### src/rtl/owr_pkg.sv
package owr_pkg;

  localparam int ID_BITS   = 64;
  localparam int DATA_BITS = 56;
  localparam int CMD_BITS  = 8;

  localparam logic [7:0] CMD_READ     = 8'h33;
  localparam logic [7:0] CMD_MATCH    = 8'h55;
  localparam logic [7:0] CMD_SKIP     = 8'hCC;
  localparam logic [7:0] CMD_SRCH     = 8'hF0;
  localparam logic [7:0] CMD_SRCH_IRQ = 8'hEC;

  typedef enum logic [2:0] {
    R_IDLE,
    R_CMD,
    R_READ,
    R_MATCH,
    R_SRCH,
    R_MEM
  } rom_st_t;

  typedef enum logic [1:0] {
    L_OPEN,
    L_WAIT,
    L_PULSE,
    L_SETTLE
  } line_st_t;

endpackage

### src/rtl/owr_crc8.sv
module owr_crc8 #(
  parameter int N = 56
) (
  input  logic [N-1:0] data_i,
  output logic [7:0]   crc_o
);

  // one unrolled stage per input bit, register starts at zero
  logic [N:0][7:0] st;
  assign st[0] = 8'h00;

  generate
    for (genvar i = 0; i < N; i++) begin : g_stage
      logic fb;
      assign fb = st[i][0] ^ data_i[i];
      assign st[i+1] = {fb, st[i][7:5], st[i][4] ^ fb, st[i][3] ^ fb, st[i][2:1]};
    end
  endgenerate

  assign crc_o = st[N];

endmodule

### src/rtl/owr_line_if.sv
module owr_line_if
  import owr_pkg::*;
#(
  parameter int CLK_HZ = 50_000_000
) (
  input  logic clk,
  input  logic rst,
  input  logic bus_i,
  input  logic tx_en_i,
  input  logic tx_bit_i,
  output logic pull_o,
  output logic rst_evt_o,
  output logic slot_done_o,
  output logic rx_bit_o
);

  localparam int TPU     = (CLK_HZ >= 2_000_000) ? CLK_HZ / 1_000_000 : 1;
  localparam int RST_T   = 480 * TPU;
  localparam int WAIT_T  = 30 * TPU;
  localparam int PULSE_T = 120 * TPU;
  localparam int SAMP_T  = 30 * TPU;
  localparam int LW      = $clog2(RST_T + 1);
  localparam int CW      = $clog2(PULSE_T + 1);

  logic          s1, s2, prv;
  logic [LW-1:0] low_cnt;
  logic [CW-1:0] pcnt, scnt;
  logic          slot_act, pull_q;
  line_st_t      lst;
  logic          fall, rise;

  assign fall   = prv & ~s2;
  assign rise   = ~prv & s2;
  assign pull_o = pull_q;

  always_ff @(posedge clk) begin
    if (rst) begin
      s1          <= 1'b1;
      s2          <= 1'b1;
      prv         <= 1'b1;
      low_cnt     <= '0;
      pcnt        <= '0;
      scnt        <= '0;
      slot_act    <= 1'b0;
      pull_q      <= 1'b0;
      lst         <= L_OPEN;
      rst_evt_o   <= 1'b0;
      slot_done_o <= 1'b0;
      rx_bit_o    <= 1'b0;
    end else begin
      s1          <= bus_i;
      s2          <= s1;
      prv         <= s2;
      rst_evt_o   <= 1'b0;
      slot_done_o <= 1'b0;

      if (!s2) begin
        if (low_cnt != LW'(RST_T)) low_cnt <= low_cnt + LW'(1);
      end else begin
        low_cnt <= '0;
      end

      if (rise && low_cnt == LW'(RST_T)) begin
        rst_evt_o <= 1'b1;
        lst       <= L_WAIT;
        pcnt      <= '0;
        slot_act  <= 1'b0;
        pull_q    <= 1'b0;
      end else begin
        case (lst)
          L_WAIT: begin
            if (pcnt == CW'(WAIT_T - 1)) begin
              lst    <= L_PULSE;
              pcnt   <= '0;
              pull_q <= 1'b1;
            end else begin
              pcnt <= pcnt + CW'(1);
            end
          end
          L_PULSE: begin
            if (pcnt == CW'(PULSE_T - 1)) begin
              lst    <= L_SETTLE;
              pcnt   <= '0;
              pull_q <= 1'b0;
            end else begin
              pcnt <= pcnt + CW'(1);
            end
          end
          L_SETTLE: begin
            if (s2) lst <= L_OPEN;
          end
          default: begin
            if (slot_act) begin
              if (scnt == CW'(SAMP_T - 1)) begin
                slot_act    <= 1'b0;
                pull_q      <= 1'b0;
                slot_done_o <= 1'b1;
                rx_bit_o    <= s2;
              end else begin
                scnt <= scnt + CW'(1);
              end
            end else if (fall) begin
              slot_act <= 1'b1;
              scnt     <= '0;
              pull_q   <= tx_en_i & ~tx_bit_i;
            end
          end
        endcase
      end
    end
  end

  // a pull starts only for presence or for a requested zero bit
  assert_pull_source_R11: assert property (@(posedge clk) disable iff (rst)
    $rose(pull_o) |-> (lst == L_PULSE) || $past(tx_en_i && !tx_bit_i));

  // a reset is recognised only as the line comes back high
  assert_reset_on_release_R1: assert property (@(posedge clk) disable iff (rst)
    rst_evt_o |-> $past(!prv) && !pull_o);

  // one sample strobe per slot
  assert_single_sample_R11: assert property (@(posedge clk) disable iff (rst)
    slot_done_o |=> !slot_done_o);

endmodule

### src/rtl/owr_rom_fsm.sv
module owr_rom_fsm
  import owr_pkg::*;
(
  input  logic               clk,
  input  logic               rst,
  input  logic               rst_evt_i,
  input  logic               slot_done_i,
  input  logic               rx_bit_i,
  input  logic               irq_pend_i,
  input  logic [ID_BITS-1:0] id_i,
  output logic               tx_en_o,
  output logic               tx_bit_o,
  output logic               rom_done_o
);

  localparam int IW = $clog2(ID_BITS);

  rom_st_t            st;
  logic [IW-1:0]      cnt;
  logic [1:0]         ph;
  logic [CMD_BITS-1:0] cmd_sr, cmd_nx;
  logic               cur_bit;

  assign cur_bit  = id_i[cnt];
  assign cmd_nx   = {rx_bit_i, cmd_sr[CMD_BITS-1:1]};
  assign tx_en_o  = (st == R_READ) || (st == R_SRCH && ph != 2'd2);
  assign tx_bit_o = (st == R_SRCH && ph == 2'd1) ? ~cur_bit : cur_bit;

  always_ff @(posedge clk) begin
    if (rst) begin
      st         <= R_IDLE;
      cnt        <= '0;
      ph         <= '0;
      cmd_sr     <= '0;
      rom_done_o <= 1'b0;
    end else begin
      rom_done_o <= 1'b0;
      if (rst_evt_i) begin
        st  <= R_CMD;
        cnt <= '0;
        ph  <= '0;
      end else if (slot_done_i) begin
        case (st)
          R_CMD: begin
            cmd_sr <= cmd_nx;
            if (cnt == IW'(CMD_BITS - 1)) begin
              cnt <= '0;
              ph  <= '0;
              case (cmd_nx)
                CMD_READ:     st <= R_READ;
                CMD_MATCH:    st <= R_MATCH;
                CMD_SRCH:     st <= R_SRCH;
                CMD_SRCH_IRQ: st <= irq_pend_i ? R_SRCH : R_IDLE;
                CMD_SKIP: begin
                  st         <= R_MEM;
                  rom_done_o <= 1'b1;
                end
                default:      st <= R_IDLE;
              endcase
            end else begin
              cnt <= cnt + IW'(1);
            end
          end
          R_READ: begin
            if (cnt == IW'(ID_BITS - 1)) begin
              st         <= R_MEM;
              rom_done_o <= 1'b1;
            end else begin
              cnt <= cnt + IW'(1);
            end
          end
          R_MATCH: begin
            if (rx_bit_i != cur_bit) begin
              st <= R_IDLE;
            end else if (cnt == IW'(ID_BITS - 1)) begin
              st         <= R_MEM;
              rom_done_o <= 1'b1;
            end else begin
              cnt <= cnt + IW'(1);
            end
          end
          R_SRCH: begin
            if (ph != 2'd2) begin
              ph <= ph + 2'd1;
            end else if (rx_bit_i != cur_bit) begin
              st <= R_IDLE;
            end else if (cnt == IW'(ID_BITS - 1)) begin
              st         <= R_MEM;
              rom_done_o <= 1'b1;
            end else begin
              cnt <= cnt + IW'(1);
              ph  <= 2'd0;
            end
          end
          default: ;
        endcase
      end
    end
  end

  // completion strobe lasts a single cycle
  assert_done_pulse_R12: assert property (@(posedge clk) disable iff (rst)
    rom_done_o |=> !rom_done_o);

  // a mismatching master choice ends participation
  assert_search_dropout_R8: assert property (@(posedge clk) disable iff (rst)
    (st == R_SRCH && ph == 2'd2 && slot_done_i && !rst_evt_i && rx_bit_i != cur_bit)
    |=> st == R_IDLE && !tx_en_o);

  // skip command finishes the ROM phase on its last bit
  assert_skip_done_R5: assert property (@(posedge clk) disable iff (rst)
    (st == R_CMD && slot_done_i && !rst_evt_i && cnt == IW'(CMD_BITS - 1) && cmd_nx == CMD_SKIP)
    |=> rom_done_o);

  // an unknown code leaves the responder silent
  assert_unknown_silent_R10: assert property (@(posedge clk) disable iff (rst)
    (st == R_CMD && slot_done_i && !rst_evt_i && cnt == IW'(CMD_BITS - 1) &&
     cmd_nx != CMD_READ && cmd_nx != CMD_MATCH && cmd_nx != CMD_SKIP &&
     cmd_nx != CMD_SRCH && cmd_nx != CMD_SRCH_IRQ)
    |=> !tx_en_o && !rom_done_o);

endmodule

### src/rtl/owr_rom_responder.sv
module owr_rom_responder
  import owr_pkg::*;
#(
  parameter int         CLK_HZ = 50_000_000,
  parameter logic [7:0] FAMILY = 8'h04
) (
  input  logic        clk,
  input  logic        rst,
  input  logic        bus_i,
  input  logic        irq_pend_i,
  input  logic [47:0] serial_i,
  output logic        pull_o,
  output logic        rom_done_o
);

  logic [DATA_BITS-1:0] id_data;
  logic [7:0]           crc;
  logic [ID_BITS-1:0]   id_q;
  logic                 tx_en, tx_bit, rst_evt, slot_done, rx_bit;

  assign id_data = {serial_i, FAMILY};

  owr_crc8 #(.N(DATA_BITS)) u_crc (
    .data_i (id_data),
    .crc_o  (crc)
  );

  always_ff @(posedge clk) begin
    if (rst) id_q <= '0;
    else     id_q <= {crc, id_data};
  end

  owr_line_if #(.CLK_HZ(CLK_HZ)) u_line (
    .clk         (clk),
    .rst         (rst),
    .bus_i       (bus_i),
    .tx_en_i     (tx_en),
    .tx_bit_i    (tx_bit),
    .pull_o      (pull_o),
    .rst_evt_o   (rst_evt),
    .slot_done_o (slot_done),
    .rx_bit_o    (rx_bit)
  );

  owr_rom_fsm u_fsm (
    .clk         (clk),
    .rst         (rst),
    .rst_evt_i   (rst_evt),
    .slot_done_i (slot_done),
    .rx_bit_i    (rx_bit),
    .irq_pend_i  (irq_pend_i),
    .id_i        (id_q),
    .tx_en_o     (tx_en),
    .tx_bit_o    (tx_bit),
    .rom_done_o  (rom_done_o)
  );

endmodule

### config.mk
export PLATFORM = sky130hd
export DESIGN_NAME = owr_rom_responder
export DESIGN_NICKNAME = d
export VERILOG_FILES = /design/src/rtl/owr_pkg.sv /design/src/rtl/owr_crc8.sv /design/src/rtl/owr_line_if.sv /design/src/rtl/owr_rom_fsm.sv /design/src/rtl/owr_rom_responder.sv
export SDC_FILE = /design/constraint.sdc
export NUM_CORES = 1
export LEC_CHECK = 0
export ABC_CLOCK_PERIOD_IN_PS = 5950
export CORE_MARGIN = 3
export CORE_UTILIZATION = 50
export CTS_CLUSTER_DIAMETER = 50
export CTS_CLUSTER_SIZE = 25
export DETAILED_ROUTE_END_ITERATION = 10
export GPL_TIMING_DRIVEN = 0
export PLACE_DENSITY = 0.81
export SYNTH_ARGS = -nofsm -noshare
export SYNTH_HDL_FRONTEND = slang
export SYNTH_HIERARCHICAL = 1
export SYNTH_SLANG_ARGS = --single-unit
export TNS_END_PERCENT = 5
### constraint.sdc
create_clock -name clk -period 5.95 [get_ports clk]
set_input_delay 1.19 -clock clk [delete_from_list [all_inputs] [get_ports clk]]
set_output_delay 1.19 -clock clk [all_outputs]
set_load 0.01 [all_outputs]
==> impl_results.md, run 1 <==
* Status: complete, no violations
* Post-synth ARST share at 0%
* Final Setup Violations at 0
* Yosys warning count at 6
* Drt first pass iters at 5
* Vias in the first global route at 5547
* Largest net degree at the start of global routing at 17
* Post-route insts no fill at approximately 1100
* Fillers at around 1200
* Root buf cell: clkbuf_16
* Die Wd at between 100 and 150 um
* WP data required at approximately 6.3 ns
* Leakage at around 3.4 nW
* Fin Setup TNS at 0 ns
* Area taken by multi-input logic gates at between 4000 and 5000 um2
* FP Rows at 44
* Slew Viols, Final at 0
* Register area at 2542 um2
* DP HPWL at 11790 um
* Ys flop type: dfxtp_1
* # clock sinks at 127
* Max-Cap Viols at 0
* Cell with the most instances after synthesis: dfxtp_1
* Yosys top cell by area: dfxtp_1
* Share of the yosys chip area belonging to registers at between 30 and 40%
* RSZ-0062 raised after global routing: no
* Total I/O pin count at 54
* Cells after Synth at 772
* Slew @ Worst Pin at 1.263 ns
* Syn Area/Cell at 9.784 um2
* Die Ht at approximately 130 um
* Final global-route overflow total at 0
* Worst-path clk slew at roughly 0.060 ns
* Yosys reg bits at ~130
* Post-DR wirelength/cell at about 15 um
* Bufs on Longest Clock Path at 2
* Synth Cell Area at approximately 7600 um2
* Fmax at 201.1 MHz
* Vias per inst at roughly 5.3
* DRT Wirelength at between 15000 and 20000 um
* Final Hold Vio Count at 0
* Worst setup EP type: register
* Synth-to-layout area growth at 18.92%
* Routability cong. at about 0.94
* Crit start category: input port
* Post-synth top cells: dfxtp_1 (127), xnor2_1 (94), nor2b_1 (64), nor2_1 (59), nand2_1 (48)
* Worst skew pair latency at roughly 0.41 ns
* Placed cells at about 1000
* I/O Buffers at 53
* Fin Clk Skew at 0.005909 ns
* Post-cts sizing count at 0
* Post-synth EDFFs at 0
* Worst EP arrival at 5.27 ns
* Core Area at 14640 um2
* Initial antenna violation count at 0
* Initial Util at roughly 52%
* Die area at between 15000 and 20000 um2
* H-tree Lvls at 4
* NumNets Final at approximately 930
* Worst-path maximum fanout at 4
* CTS tree: built
* Fraction of layout cells with a size suffix above 1 at under 10%
* Post-route minimum period at slightly below 5 ns
* CTS Buf Count at 17
* Initial drt markers at a little over 500
* Hold Path Stages at 1
* GRT Overall Usage at between 10% and 20%
* N_diodes at 0
* Antenna-violating nets left at 0
* Pwr/cell area at 793.8 nW/um2
* Via total after detailed routing at 5681
* Max IR drop VDD at approximately 0.0023 V
* Synth top area cells: dfxtp_1 (34%), xnor2_1 (11%), xnor3_1 (6.0%)
* Min-Delay Path Class: register to register
* R2R depth at 10
* Crit Path Category: input port to register
* Min Hold Slack at between 0.4 and 0.5 ns
* Relative slew slack at between 15 and 20%
* First-pass GRT wire length at ~27000 um
* Final core utilization at 61.34%
* Post-CTS Repair Setup Buffers at 0
* # hold bufs at CTS at 0
* Yosys cell types at 77
* DRC at 0
* Yosys top cell area share at 33.66%
* Fin crit share at 83.56%
## worst paths after layout
| path | start | end | slack [ns] |
|---|---|---|---|
| worst min-delay path | u_line/s1 | u_line/s2 | 0.42 |
| worst max-delay path | serial_i[2] | id_q[58] | 0.98 |
| worst max register to register | u_fsm/cnt[0] | u_fsm/st[0] | 2.77 |
| worst min register to register | u_line/s1 | u_line/s2 | 0.42 |
## layer usage
| metal | global-route usage, % | vias to the layer above | wire, um | share of wire (%) |
|---|---|---|---|---|
| li1 | - | 2866 | - | - |
| met1 | 26.02 | 2645 | 7437 | 47 |
| met2 | 33.11 | 144 | 7536 | 48 |
| met3 | 3.611 | 26 | 587 | 3.7 |
| met4 | 7.597 | 0 | 247 | 1.6 |
| met5 | 0 | - | 0 | 0 |
## through the flow
step / setup slack (ns) / area (um2) / total power [mW]
6_report: 0.9782 / 8982 / 7.130
4_1_cts: 0.9955 / 8982 / 7.197
2_1_floorplan: 1.375 / 7655 / 5.724
3_5_place_dp: 0.5917 / 8416 / 6.185
5_1_grt: 0.8986 / 8982 / 7.569
3_3_place_gp: 0.5759 / 8416 / 6.132
## sequential cells by signal (all words and copies together), names as in the netlist
register	flops
u_line/pull_o	1
u_fsm/rom_done_o	1
u_fsm/cnt	6
u_line/scnt	13
u_line/lst	2
u_fsm/ph	2
u_line/rst_evt_o	1
u_fsm/st	3
u_line/rx_bit_o	1
u_fsm/cmd_sr	7
u_line/s2	1
u_line/slot_act	1
id_q	57
u_line/prv	1
u_line/pcnt	13
u_line/low_cnt	15
u_line/s1	1
u_line/slot_done_o	1
## placed cells by master (no fill, tap or decap), types with 7 or more instances in the layout
master | synthesis | final
mux2i_1 | 36 | 36
dfxtp_1 | 127 | 127
nor4_1 | 8 | 8
nand2_1 | 48 | 48
nand3_1 | 23 | 23
xor2_1 | 34 | 34
nor2b_1 | 64 | 64
clkbuf_16 | 0 | 17
ha_1 | 10 | 10
o21ai_0 | 17 | 17
a21oi_1 | 32 | 32
buf_2 | 7 | 7
xnor3_1 | 20 | 20
nand4_1 | 9 | 9
a22oi_1 | 8 | 8
xnor2_1 | 94 | 94
nand2b_1 | 9 | 9
nor2_1 | 59 | 59
conb_1 | 2 | 29
clkbuf_1 | 13 | 13
clkdlybuf4s50_1 | 0 | 53
nor3_1 | 10 | 10
and3_1 | 8 | 8
inv_1 | 16 | 16
## report_power, final
group / switching (mW) / internal, mW / total, mW
clock: 0.377 / 0.595 / 0.972
combinational: 1.95 / 3.22 / 5.18
sequential: 0.0196 / 0.964 / 0.983
total: 2.35 / 4.78 / 7.13
## critical path, cell delays in order
cell,delay [ns]
clkdlybuf4s50_1,0.51
xnor2_2,0.16
xnor3_2,0.56
xnor2_4,0.27
xnor3_1,0.49
xnor3_2,0.44
xnor3_2,0.44
xnor3_2,0.42
xnor3_1,0.43
xnor3_1,0.21
nor2b_1,0.14
## cell type report
type	count	share of cell area, %
Multi-Input combinational cell	626	54.31
Clock buffer	19	5.042
Sequential cell	127	28.30
Clock inverter	12	1.268
Tap cell	184	2.563
Timing Repair Buffer	53	5.906
Buffer	30	1.936
Inverter	16	0.6686
## kinds of logic (layout without fill, tap and decap cells)
group / after synthesis / count (layout) / synth area share (%)
simple gates: 277 / 277 / 20.03
fa+ha+maj: 10 / 10 / 1.656
mux: 43 / 43 / 6.957
compound gates: 107 / 107 / 10.17
flops: 127 / 127 / 33.66
buf+inv: 46 / 130 / 3.098
other cells: 2 / 29 / 0.09942
xor+xnor: 160 / 160 / 24.33
Note: power is estimated with default switching activity, not from simulation.
==> run 2: changes to the inputs <==
--- a/config.mk
+++ b/config.mk
@@ -5,14 +5,14 @@
 export SDC_FILE = /design/constraint.sdc
 export NUM_CORES = 1
 export LEC_CHECK = 0
-export ABC_CLOCK_PERIOD_IN_PS = 5950
+export ABC_CLOCK_PERIOD_IN_PS = 4100
 export CORE_MARGIN = 3
 export CORE_UTILIZATION = 50
 export CTS_CLUSTER_DIAMETER = 50
 export CTS_CLUSTER_SIZE = 25
 export DETAILED_ROUTE_END_ITERATION = 10
 export GPL_TIMING_DRIVEN = 0
-export PLACE_DENSITY = 0.81
+export PLACE_DENSITY = 0.83
 export SYNTH_ARGS = -nofsm -noshare
 export SYNTH_HDL_FRONTEND = slang
 export SYNTH_HIERARCHICAL = 1
==> constraint.sdc (replaced) <==
create_clock -name clk -period 4.1 [get_ports clk]
set_input_delay 0.82 -clock clk [delete_from_list [all_inputs] [get_ports clk]]
set_output_delay 0.82 -clock clk [all_outputs]
set_load 0.01 [all_outputs]
==> impl_results.md, run 2 (same netlist as run 1, synthesis figures left out) <==
* Total I/O pin count at 54 (unchanged)
* Post-route insts no fill at 1079 (+1.1%)
* Setup WS post-layout at 0.02660 ns (-0.9516 ns)
* Routability cong. at 0.9472 (+1.1%)
* Crit Path Category: input port to register
* RSZ-0062 raised after global routing: yes
* Register name with the most flops: id_q
* Core Area at 14640 um2 (unchanged)
* Fin Clk Skew at 0.01151 ns (+0.005598 ns)
* DRC at 0 (unchanged)
* First-pass GRT wire length at 28020 um (+5.7%)
* Crit start category: input port
* Status: complete, no violations
* I/O Buffers at 53 (unchanged)
* FP Rows at 44 (unchanged)
* Vias in the first global route at 5878 (+6.0%)
* Dpl ws at -0.8339 ns (-1.426 ns)
* Worst skew pair latency at 0.41 ns (about the same)
* Synth-to-layout area growth at 22.59%
* Fin Setup TNS at 0 ns (unchanged)
* CTS tree: built
* Initial antenna violation count at 0 (unchanged)
* Fin crit share at between 90% and 100%
* Antenna-violating nets left at 0 (unchanged)
* Min-Delay Startpoint: u_line/s1
* Max-Cap Viols at 0 (unchanged)
* Drt first pass iters at 6 (+1)
* Post-route minimum period at a little over 4 ns
* Register area at 2542 um2 (unchanged)
* Fraction of layout cells with a size suffix above 1 at 11.96% (+3.3 points)
* Worst setup EP type: register
* Worst-path clk slew at 0.06 ns (about the same)
* Post-DR wirelength/cell at 15.59 um (+5.2%)
* Min Hold Slack at 0.4289 ns (+0.009761 ns)
* Crit-path cells: clkdlybuf4s50_1, xnor3_2, xor2_2, xnor3_1, xnor3_1, xnor3_2, xnor3_2, xnor3_2, xnor3_2, buf_4, inv_1, buf_4, nor2b_1
* Fmax at around 250 MHz
* Pwr/cell area at 1221 nW/um2 (+54%)
* Largest net degree at the start of global routing at 17 (unchanged)
* Crit path top cell by count: xnor3_2
* Slew @ Worst Pin at 1.269 ns (+0.005786 ns)
* Via total after detailed routing at 5874 (+3.4%)
* DP HPWL at 12130 um (+2.9%)
* Highest-delay cell along the critical path: xnor3_2
* # clock sinks at 127 (unchanged)
* WP data required at 4.39 ns (-1.86 ns)
* Crit path launch: serial_i[0]
* N_diodes at 0 (unchanged)
* Placed cells at 1036 (unchanged)
* Most common cell after layout, fill and taps aside: dfxtp_1
* GRT Overall Usage at 20.93% (+0.95 points)
* Relative slew slack at 14.78% (-0.39 points)
* Worst-path maximum fanout at 3 (-1)
* H-tree Lvls at 4 (unchanged)
* Most frequent cells in the layout: dfxtp_1 (127), xnor2_1 (87), nor2b_1 (64), nor2_1 (59)
* Final global-route overflow total at 0 (unchanged)
* Root buf cell: clkbuf_16
* Max FFs per register at 57 (unchanged)
* Bufs on Longest Clock Path at 2 (unchanged)
* Slew Viols, Final at 0 (unchanged)
* Final Hold Vio Count at 0 (unchanged)
* Area taken by multi-input logic gates at 5012 um2 (+2.7%)
* Initial Util at 51.58% (unchanged)
* Fillers at 1180 (-0.92%)
* Die Wd at 128.9 um (unchanged)
* CTS Buf Count at 17 (unchanged)
* Worst EP arrival at 4.37 ns (-0.90 ns)
* Min-Delay Path Class: register to register
* Die Ht at 128.9 um (unchanged)
* # hold bufs at CTS at 0 (unchanged)
* NumNets Final at 945 (+1.3%)
* Final core utilization at 63.23% (+1.9 points)
* DRT Wirelength at 16820 um (+6.4%)
* Worst flop-to-flop path startpoint: u_fsm/cnt[0]
* Max IR drop VDD at 0.002418 V (+6.0%)
* Final Setup Violations at 0 (unchanged)
* Initial drt markers at 418 (-18%)
* Largest regs: id_q x57, u_line/low_cnt x15
* Leakage at 3.504 nW (+4.5%)
* Die area at 16620 um2 (unchanged)
* CP peak stage delay at 0.46 ns (-0.10 ns)
* Vias per inst at 5.444 (+2.2%)
-- run 2: changes by cell type in the layout (fill, tap and decap cells not counted), sizes merged --
| cell | delta |
|---|---|
| clkdlybuf4s50 | -5 |
| dlymetal6s2s | +1 |
| buf | +12 |
| dlygate4sd2 | +4 |
| clkinv | -2 |
| clkbuf | +1 |
| bufinv | +2 |
| clkinvlp | -1 |
-- run 2: routing by layer --
metal	global-route usage (%)	vias to the layer above	share of wire [%]
met2	35.15	161	49
met1	26.56	2796	45
li1	-	2886	-
met4	7.968	0	2.1
met3	4.276	31	3.8
met5	0	-	0
-- run 2: report_power, final --
part	switching (mW)	total [mW]	internal [mW]	leakage [nW]
clock	0.552	1.56	1.01	0.295
sequential	0.0296	1.43	1.40	1.04
combinational	3.22	8.32	5.10	2.17
total	3.80	11.3	7.50	3.50
-- run 2: path summary, 6_finish.rpt --
kind                   end  slack (ns)  depth (start not counted)
min              u_line/s2        0.43                          1
max reg2reg  u_line/pull_o        0.80                         11
max               id_q[63]        0.03                         13
min reg2reg      u_line/s2        0.43                          1
-- run 2: layout make-up --
| cell class | instances | share of cell area (%) |
|---|---|---|
| buffer | 30 | 1.878 |
| timing repair buffer | 65 | 6.675 |
| tap | 184 | 2.486 |
| inverter | 16 | 0.6486 |
| clock inverter | 11 | 1.689 |
| multi-input combinational | 626 | 54.13 |
| sequential | 127 | 27.46 |
| clock buffer | 20 | 5.040 |
-- run 2: through the flow --
step / cell area [um2] / power [mW]
floorplan: 7655 / 7.863
global placement: 8416 / 8.340
detailed placement: 8416 / 8.449
CTS: 9224 / 11.19
global route: 9260 / 11.76
finish: 9260 / 11.30
-- run 2: timing repair --
item | CTS | global route
endpoints found under the hold margin | 0 | 0
setup endpoints to repair | 5 | 5
gates resized for setup | 21 | 5
pin swaps | 15 | 3
buffers inserted | 12 | 0
-- run 2: worst max-delay path, delay by kind of cell --
kind / cells / cell delay (ns)
simple gates: 1 / 0.11
xor+xnor: 8 / 2.74
buf+inv: 4 / 0.71
==> run 3: changes to the inputs <==
--- a/config.mk
+++ b/config.mk
@@ -5,14 +5,16 @@
 export SDC_FILE = /design/constraint.sdc
 export NUM_CORES = 1
 export LEC_CHECK = 0
-export ABC_CLOCK_PERIOD_IN_PS = 4100
+export ABC_CLOCK_PERIOD_IN_PS = 4880
+export CAP_MARGIN = 20
+export CORE_ASPECT_RATIO = 1.5
 export CORE_MARGIN = 3
 export CORE_UTILIZATION = 50
 export CTS_CLUSTER_DIAMETER = 50
 export CTS_CLUSTER_SIZE = 25
 export DETAILED_ROUTE_END_ITERATION = 10
 export GPL_TIMING_DRIVEN = 0
-export PLACE_DENSITY = 0.83
+export PLACE_DENSITY = 0.81
 export SYNTH_ARGS = -nofsm -noshare
 export SYNTH_HDL_FRONTEND = slang
 export SYNTH_HIERARCHICAL = 1
==> constraint.sdc (replaced) <==
create_clock -name clk -period 4.88 [get_ports clk]
set_input_delay 0.976 -clock clk [delete_from_list [all_inputs] [get_ports clk]]
set_output_delay 0.976 -clock clk [all_outputs]
set_load 0.01 [all_outputs]
==> impl_results.md, run 3 (same netlist as run 1, synthesis figures left out) <==
* Status: complete, no violations
* FP Rows at 54 (+23%)
* Post-DR wirelength/cell at 14.79 um (-5.1%)
* Leakage at 3.399 nW (-3.0%)
* Synth-to-layout area growth at 20.18%
* Final Setup Violations at 0 (unchanged)
* Max FFs per register at 57 (unchanged)
* Worst-path clk slew at 0.06 ns (about the same)
* Final Cell Area at 9077 um2 (-2.0%)
* Slew @ Worst Pin at 0.8193 ns (-0.4492 ns)
* # clock sinks at 127 (unchanged)
* Worst skew pair latency at 0.41 ns (about the same)
* Cell internal pwr at 5.861 mW (-22%)
* Register name with the most flops: id_q
* Drt first pass iters at 7 (+1)
* Final global-route overflow total at 0 (unchanged)
* Die area at 16650 um2 (+0.18%)
* Fin Setup TNS at 0 ns (unchanged)
* Crit start category: input port
* Fin Clk Skew at 0.01331 ns (+0.001803 ns)
* Worst-path maximum fanout at 4 (+1)
* Net Switching at 2.750 mW (-28%)
* Total I/O pin count at 54 (unchanged)
* CTS Buf Count at 17 (unchanged)
* Initial Util at 51.52% (-0.062 points)
* Fmax at between 200 and 250 MHz
* Fillers at 1221 (+3.5%)
* Largest regs: id_q x57, u_line/low_cnt x15
* Switching Fraction at 31.93% (-1.7 points)
* Post-route minimum period at between 4 and 5 ns
* Vias in the first global route at 5719 (-2.7%)
* Top cell family by delay on the critical path: XOR/XNOR gates
* RSZ-0062 raised after global routing: no
* Core Area at 14660 um2 (+0.12%)
* Final Hold Vio Count at 0 (unchanged)
* Highest-delay cell along the critical path: xnor3_1
* Initial drt markers at 239 (-43%)
* Worst EP arrival at 4.96 ns (+0.59 ns)
* Buf/Inv on CP at 1 (-3)
* Most common cell after layout, fill and taps aside: dfxtp_1
* DRC at 0 (unchanged)
* Fin crit share at between 90% and 100%
* Antenna-violating nets left at 0 (unchanged)
* CP peak stage delay at 0.50 ns (+0.04 ns)
* N_diodes at 0 (unchanged)
* Comb pwr share at 70.6% (-3.0 points)
* NumNets Final at 934 (-1.2%)
* Total power at 8.611 mW (-24%)
* Worst setup EP type: register
* Seq pwr share at 13.9% (+1.3 points)
* Post-CTS Repair Setup Buffers at 0 (-12)
* CTS tree: built
* GRT Overall Usage at 19.88% (-1.1 points)
* Root buf cell: clkbuf_16
* Max-Cap Viols at 0 (unchanged)
* Vias per inst at 5.316 (-2.3%)
* DP HPWL at 12200 um (+0.61%)
* Pwr/cell area at 948.7 nW/um2 (-22%)
* Initial antenna violation count at 0 (unchanged)
* Crit-path cells: clkdlybuf4s50_1, xor2_1, xnor2_1, xnor2_4, xnor3_1, xnor3_2, xnor3_2, xnor3_2, xnor3_1, xnor3_1, nor2b_1
* Fraction of layout cells with a size suffix above 1 at 8.814% (-3.1 points)
* Clock Power Share at 15.6% (+1.8 points)
* Most frequent cells in the layout: dfxtp_1 (127), xnor2_1 (94), nor2b_1 (64), nor2_1 (59), clkdlybuf4s50_1 (53)
* DRT Wirelength at 15980 um (-5.0%)
* Largest net degree at the start of global routing at 17 (unchanged)
* Post-DP Area at 8438 um2 (+0.27%)
* Routability cong. at 0.8774 (-7.4%)
* Crit Path Category: input port to register
* H-tree Lvls at 4 (unchanged)
* WP data required at 5.18 ns (+0.79 ns)
* Via total after detailed routing at 5747 (-2.2%)
* Slew Viols, Final at 0 (unchanged)
* Min-Delay Path Class: register to register
* Max IR drop VDD at 0.002999 V (+24%)
* I/O Buffers at 53 (unchanged)
* Relative slew slack at 44.80% (+30 points)
* Die Wd at 106.4 um (-17%)
* First-pass GRT wire length at 26510 um (-5.4%)
* Die Ht at 156.5 um (+21%)
* Bufs on Longest Clock Path at 2 (unchanged)
==> run 3: worst paths after layout <==
kind / start / end / slack [ns] / cells past startpoint
setup / recovery: serial_i[3] / id_q[58] / 0.22 / 11
hold / removal: u_line/s1 / u_line/s2 / 0.42 / 1
setup reg to reg: u_fsm/cnt[0] / u_line/pull_o / 1.70 / 11
hold reg to reg: u_line/s1 / u_line/s2 / 0.42 / 1
==> run 3: per-layer routing <==
| metal | share of wire [%] | global-route usage (%) | wire (um) |
|---|---|---|---|
| met5 | 0 | 0 | 0 |
| met4 | 3.0 | 9.074 | 482 |
| met3 | 3.1 | 2.930 | 491 |
| met2 | 56 | 39.05 | 9011 |
| met1 | 38 | 20.35 | 5998 |
==> run 3: worst register-to-register path: stages (launching register included) <==
cell	delay [ns]
dfxtp_1	0.34
buf_6	0.15
clkbuf_1	0.45
nor2b_1	0.21
a22oi_1	0.21
a211oi_1	0.12
o41ai_1	0.59
nand2_1	0.24
xnor2_1	0.19
nor4b_1	0.30
a21oi_1	0.10
a211oi_2	0.21
==> run 3: what timing repair did <==
| item | 4_1_cts | 5_1_grt |
|---|---|---|
| hold buffers | 0 | 0 |
| setup endpoints to repair | 0 | 1 |
| gates resized for setup | 0 | 1 |
==> run 3: cell type report <==
class / instances / area (um2) / share of cell area [%]
tap: 196 / 245.2 / 2.702
timing repair buffer: 54 / 538.0 / 5.927
inverter: 16 / 60.06 / 0.6616
sequential: 127 / 2542 / 28.01
multi-input combinational: 626 / 4886 / 53.82
clock buffer: 18 / 429.2 / 4.728
clock inverter: 14 / 202.7 / 2.233
buffer: 30 / 173.9 / 1.916
==> run 3: power groups by stage <==
stage	registers, mW	clock network, mW	logic (mW)
finish	1.19	1.34	6.08
global route	1.20	1.41	6.44
CTS	1.19	1.37	6.11
detailed placement	1.22	0	6.14
global placement	1.22	0	6.07
floorplan	1.22	0	5.59
==> run 3: per-stage QoR <==
step / hold WS (ns) / utilization, % / instances / worst slack, ns
after global routing: 0.4611 / 61.91 / 1081 / 0.05926
final: 0.4203 / 61.91 / 1081 / 0.2209
after global placement: 0.4008 / 57.50 / 1048 / -0.3428
after CTS: 0.4248 / 61.86 / 1081 / 0.06051
after floorplan: 0.3895 / - / 799 / 0.5188
after detailed placement: 0.4033 / 57.55 / 1049 / -0.3522
